===== src/rtl/wake_pkg.sv =====
package wake_pkg;
  typedef enum logic [1:0] {
    WK_IDLE   = 2'd0,
    WK_ARMED  = 2'd1,
    WK_ACTIVE = 2'd2
  } wake_state_t;
endpackage


===== src/rtl/wake_pin_filter.sv =====
module wake_pin_filter #(
  parameter int OFF_CYCLES = 7
) (
  input  logic clk,
  input  logic rst_n,
  input  logic sleep_n_i,
  output logic hw_trig_o
);
  localparam int CW = $clog2(OFF_CYCLES + 1);
  localparam logic [CW-1:0] CMAX = CW'(OFF_CYCLES);

  logic          s1, s2;
  logic [CW-1:0] high_cnt;
  logic          hw_trig;

  always_ff @(posedge clk or negedge rst_n) begin
    if (!rst_n) begin
      s1 <= 1'b1;
      s2 <= 1'b1;
    end else begin
      s1 <= sleep_n_i;
      s2 <= s1;
    end
  end

  // High-time counter saturates at the off-time; a fall latches the trigger
  // only when the counter had reached its limit.
  always_ff @(posedge clk or negedge rst_n) begin
    if (!rst_n) begin
      high_cnt <= CMAX;
      hw_trig  <= 1'b0;
    end else if (s2) begin
      if (high_cnt != CMAX) high_cnt <= high_cnt + CW'(1);
      hw_trig <= 1'b0;
    end else begin
      high_cnt <= '0;
      if (!hw_trig && high_cnt == CMAX) hw_trig <= 1'b1;
    end
  end

  assign hw_trig_o = hw_trig;


  trig_needs_offtime_chk: assert property (@(posedge clk) disable iff (!rst_n)
    $rose(hw_trig) |-> $past(high_cnt) == CMAX);


  trig_only_when_low_chk: assert property (@(posedge clk) disable iff (!rst_n)
    $past(s2) |-> !hw_trig);
endmodule


===== src/rtl/wake_mode_fsm.sv =====
module wake_mode_fsm
  import wake_pkg::*;
(
  input  logic clk,
  input  logic rst_n,
  input  logic suspended_i,
  input  logic mode_sel_i,
  input  logic sw_enable_i,
  input  logic hw_trig_i,
  output logic active_o
);
  wake_state_t state, state_nx;
  logic prep, trig;

  assign prep = suspended_i & mode_sel_i;
  assign trig = sw_enable_i | hw_trig_i;

  always_comb begin
    state_nx = state;
    unique case (state)
      WK_IDLE:   if (prep && !trig) state_nx = WK_ARMED;
      WK_ARMED:  if (!prep) state_nx = WK_IDLE;
                 else if (trig) state_nx = WK_ACTIVE;
      WK_ACTIVE: if (!trig) state_nx = prep ? WK_ARMED : WK_IDLE;
      default:   state_nx = WK_IDLE;
    endcase
  end

  always_ff @(posedge clk or negedge rst_n) begin
    if (!rst_n) state <= WK_IDLE;
    else        state <= state_nx;
  end

  assign active_o = (state == WK_ACTIVE);


  entry_from_armed_chk: assert property (@(posedge clk) disable iff (!rst_n)
    $rose(active_o) |-> ($past(state) == WK_ARMED) && $past(prep) && $past(trig));


  exit_on_release_chk: assert property (@(posedge clk) disable iff (!rst_n)
    (active_o && !trig) |=> !active_o);


  hold_while_trig_chk: assert property (@(posedge clk) disable iff (!rst_n)
    (active_o && trig) |=> active_o);
endmodule


===== src/rtl/wake_report.sv =====
module wake_report (
  input  logic clk,
  input  logic rst_n,
  input  logic active_i,
  input  logic detect_i,
  input  logic clr_i,
  input  logic gie_i,
  input  logic wie_i,
  input  logic led_sel_i,
  input  logic led_pol_i,
  output logic status_o,
  output logic irq_o,
  output logic led_o
);
  logic status, set_ev, show;

  assign set_ev = detect_i & active_i;

  always_ff @(posedge clk or negedge rst_n) begin
    if (!rst_n)      status <= 1'b0;
    else if (set_ev) status <= 1'b1;
    else if (clr_i)  status <= 1'b0;
  end

  assign show     = led_sel_i & status;
  assign led_o    = led_pol_i ? show : ~show;
  assign irq_o    = status & gie_i & wie_i;
  assign status_o = status;


  detect_sets_chk: assert property (@(posedge clk) disable iff (!rst_n)
    set_ev |=> status_o);


  no_spurious_set_chk: assert property (@(posedge clk) disable iff (!rst_n)
    (!status_o && !active_i) |=> !status_o);


  clear_works_chk: assert property (@(posedge clk) disable iff (!rst_n)
    (clr_i && !set_ev) |=> !status_o);


  irq_drops_chk: assert property (@(posedge clk) disable iff (!rst_n)
    $fell(status_o) |-> !irq_o);
endmodule


===== src/rtl/wake_power_ctrl.sv =====
module wake_power_ctrl #(
  parameter int OFF_CYCLES = 7
) (
  input  logic clk,
  input  logic rst_n,
  input  logic suspended_i,
  input  logic mode_sel_i,
  input  logic sw_enable_i,
  input  logic sleep_n_i,
  input  logic detect_i,
  input  logic gie_i,
  input  logic wie_i,
  input  logic led_sel_i,
  input  logic led_pol_i,
  input  logic clr_status_i,
  output logic block_master_o,
  output logic block_tx_o,
  output logic flush_rx_o,
  output logic status_o,
  output logic irq_o,
  output logic led_o
);
  logic hw_trig, active;

  wake_pin_filter #(.OFF_CYCLES(OFF_CYCLES)) u_pin (
    .clk(clk), .rst_n(rst_n), .sleep_n_i(sleep_n_i), .hw_trig_o(hw_trig)
  );

  wake_mode_fsm u_fsm (
    .clk(clk), .rst_n(rst_n), .suspended_i(suspended_i), .mode_sel_i(mode_sel_i),
    .sw_enable_i(sw_enable_i), .hw_trig_i(hw_trig), .active_o(active)
  );

  wake_report u_rep (
    .clk(clk), .rst_n(rst_n), .active_i(active), .detect_i(detect_i),
    .clr_i(clr_status_i), .gie_i(gie_i), .wie_i(wie_i), .led_sel_i(led_sel_i),
    .led_pol_i(led_pol_i), .status_o(status_o), .irq_o(irq_o), .led_o(led_o)
  );

  assign block_master_o = active;
  assign block_tx_o     = active;
  assign flush_rx_o     = active;


  gate_held_after_detect_chk: assert property (@(posedge clk) disable iff (!rst_n)
    (active && detect_i && sw_enable_i) |=> block_tx_o);
endmodule


===== config.mk =====
export PLATFORM = sky130hd
export DESIGN_NAME = wake_power_ctrl
export DESIGN_NICKNAME = d
export VERILOG_FILES = /design/src/rtl/wake_pkg.sv /design/src/rtl/wake_pin_filter.sv /design/src/rtl/wake_mode_fsm.sv /design/src/rtl/wake_report.sv /design/src/rtl/wake_power_ctrl.sv
export SDC_FILE = /design/constraint.sdc
export NUM_CORES = 1
export LEC_CHECK = 0
export ABC_CLOCK_PERIOD_IN_PS = 1450
export BUFFER_PORTS_ARGS = -buffer_cell sky130_fd_sc_hd__buf_4
export CAP_MARGIN = 20
export CELL_PAD_IN_SITES_DETAIL_PLACEMENT = 1
export CELL_PAD_IN_SITES_GLOBAL_PLACEMENT = 1
export CORE_AREA = 3 3 40 42
export CTS_CLUSTER_DIAMETER = 150
export CTS_CLUSTER_SIZE = 28
export DETAILED_ROUTE_END_ITERATION = 10
export DIE_AREA = 0 0 43 45
export HOLD_SLACK_MARGIN = 0.12
export PLACE_DENSITY_LB_ADDON = 0.12
export SLEW_MARGIN = 20
export SYNTH_ARGS = -nofsm -noshare
export SYNTH_HDL_FRONTEND = slang
export SYNTH_HIERARCHICAL = 1
export SYNTH_SLANG_ARGS = --single-unit
export TNS_END_PERCENT = 50

===== constraint.sdc =====
create_clock -name clk -period 1.45 [get_ports clk]
set_clock_uncertainty 0.05 [all_clocks]
set_input_delay 0.0725 -clock clk [delete_from_list [all_inputs] [get_ports clk]]
set_output_delay 0.0725 -clock clk [all_outputs]
set_load 0.03 [all_outputs]

==> flow_summary.toml <==
[run_status]
status = "finished clean"

[finish]
area_growth_pct = 56.6
layout.nets = 73
post-route-util_pct = 49.6
drive_gt1_share_pct = 50.0
diodes = 0

[worst_setup_path]
regToRegSetupSlack_ns = 0.03
required_ns = 1.58
setup.worst_path.class = "flip-flop to flip-flop"
critPathMaxFanout = 4
cp.depth = 4
worst-path-buf-inv = 0
r2r_start = "u_pin/high_cnt[0]"
cp-start-kind = "flip-flop"
end_kind = "flip-flop"
r2r-end = "u_pin/high_cnt[2]"
crit_start = "u_pin/high_cnt[0]"
endpoint = "u_pin/high_cnt[2]"
worstPathArrival_ns = 1.55
crit_family = "flip-flops"
path_cells = "ha_1 -> ha_2 -> mux2i_1 -> nor2b_1"
rr_worst_depth = 4
crit_slowest_cell = "dfstp_2"
cp_slowest_stage_delay_ns = 0.55

[floorplan]
rows = 13
die_h_um = 45
initial_core_util_pct = 31.6
core_area_um2 = 1280
ios = 18
dieArea_um2 = 1940
die_w_um = 43

[synth]
synth_top_cells_by_count = "dfstp_2 (5), dfrtp_1 (4), nand2_1 (3)"
yosys.area_share.simple_pct = 16.0
ys_seq_area_share_pct = 56.9
yosysWarnings = 6
synth_top_cells_by_area = "dfstp_2 (32%), dfrtp_1 (25%), ha_1 (6.2%)"
syn_inst = 32
synth_top_family_by_area = "simple AND/OR/NAND/NOR gates"
synth-seq-cells = 9
yosys.area.top_type = "dfstp_2"
synth_edf_count = 0
synth_area_um2 = 407
synth.mux.area_fraction_pct = 4.92
postSynthAreaPerCell_um2 = 12.7
yosysMostFrequentCell = "dfstp_2"
synthArstFlopShare_pct = 100
syn-num-nets = 46
synth_top_area_share_pct = 32.3
synth_compound_area_share_pct = 7.08
synthFlopType = "dfstp_2"
synth.distinct_cells = 18
synth_fa_ha_area_share_pct = 6.15
synth_xor_area_share_pct = 4.31

[global_routing]
grt_overflow_total = 0
antenna_found_initial = 0
grt_pass1_vias = 358
grt_max_degree = 10
grt_use_total_pct = 10.6
grt_pass1_wl_um = 1500

[timing]
fin_crit_ns = 1.42
relSlewSlack_pct = 83.4
fin_setup_tns_ns = 0
whs_ns = 0.127
worstMarginPinSlew_ns = 0.249
grt_setup_unrepaired = "false"
fmax_ghz = 0.704
hold_viol = 0
slew_violations = 0
period_share_pct = 97.9
setup_viol = 0

[drt]
drc = 0
routed-via-count = 326
wirelength_um = 936
dr.pass1.iters = 2
postRouteAntennaNets = 0
viasPerCell = 4.47
drt_iter0_markers = 2
avgRoutedWirePerCell_um = 12.8

[clock_tree]
cts_sinks = 9
cts_buffers = 3
cts_root_buf = "clkbuf_4"
clkTransAtPathRegs_ns = 0.06
clk_latency_ns = 0.25
cts_buffer_depth = 2
cts_tree = "done"
cts-htree-levels = 1

[power]
p_int_mw = 0.429
power.share.clock_pct = 33.7
p_sw_mw = 0.125
p_total_mw = 0.553
ir_worst_vdd_uv = 350
seqPwrFrac_pct = 50.6
sw_frac_of_total_pct = 22.6
powerDensity_nw_per_um2 = 869
combPwrFrac_pct = 15.7
leakagePower_nw = 0.300

[place]
gp_congestion = 0.690
hpwl_um = 713
io_buffers = 17

[hold_path]
hold_path_class = "input port to asynchronous set/reset pin"

[run]
maxCapViolations = 0
state kept, by name, summed over array words and instances, names as in the netlist:
name	count
u_pin/hw_trig_o	1
u_pin/s1	1
u_pin/high_cnt	3
u_pin/s2	1
u_fsm/state	2
u_rep/status_o	1
kinds of logic after synthesis:
family	Yosys count
multiplexers	2
XOR/XNOR	2
AO/OA/AOI/OAI	3
flip-flops	9
adder cells (fa/ha/maj)	2
AND/OR/NAND/NOR	11
buffers and inverters	3
layer usage:
metal  vias up  global-route usage [%]  wire length (um)
li1        159                       -                 -
met1       150                    11.4               381
met2        17                    18.9               449
met3         0                    3.19               106
met4         0                    5.42                 0
met5         -                       0                 0
placed cells by master (no fill, tap or decap), types with 2 or more instances in the layout:
cell | Yosys | layout
nor2b_1 | 2 | 2
nand2_1 | 3 | 3
clkbuf_4 | 0 | 3
dfstp_2 | 5 | 5
buf_4 | 2 | 17
dfrtp_1 | 4 | 4
nor2_1 | 2 | 2
mux2i_1 | 2 | 2
dlygate4sd3_1 | 0 | 7
timing repair:
action	CTS	global route
resized for setup	0	1
setup buffers	0	0
setup endpoints to repair	0	1
hold endpoints to repair	13	0
hold buffers	7	0
stage by stage:
stage               worst slack (ns)  area (um^2)  cells
floorplan                      0.197          407     32
global placement               0.166          538     62
detailed placement            0.0351          538     62
CTS                           0.0182          634     73
global route                  0.0495          637     73
finish                        0.0304          637     73
worst register-to-register path, cell delays in order (launching register included):
cell,delay [ns]
dfstp_2,0.55
ha_1,0.17
ha_2,0.24
mux2i_1,0.26
nor2b_1,0.07
worst min-delay path by stage:
stage | to | cells after the start | start
after detailed placement | u_rep/status_o | 1 | rst_n
after CTS | u_rep/status_o | 2 | rst_n
after global routing | u_rep/status_o | 2 | rst_n
final | u_rep/status_o | 2 | rst_n
after global placement | u_rep/status_o | 1 | rst_n
after floorplan | u_fsm/state[0] | 0 | rst_n
area by class of cell:
cell class / count / area [um^2]
inverter: 1 / 3.75
clock buffer: 4 / 26.3
multi-input combinational: 20 / 159
sequential: 9 / 231
fill: 148 / 648
tap: 15 / 18.8
timing repair buffer: 24 / 198
power groups by stage:
stage	registers, mW	clock network [mW]	logic, mW
3_3_place_gp	0.283	0	0.0663
5_1_grt	0.282	0.216	0.0940
4_1_cts	0.280	0.202	0.0867
2_1_floorplan	0.283	0	0.0306
3_5_place_dp	0.284	0	0.0712
6_report	0.280	0.186	0.0867
Power figures use the tool's default switching activity.
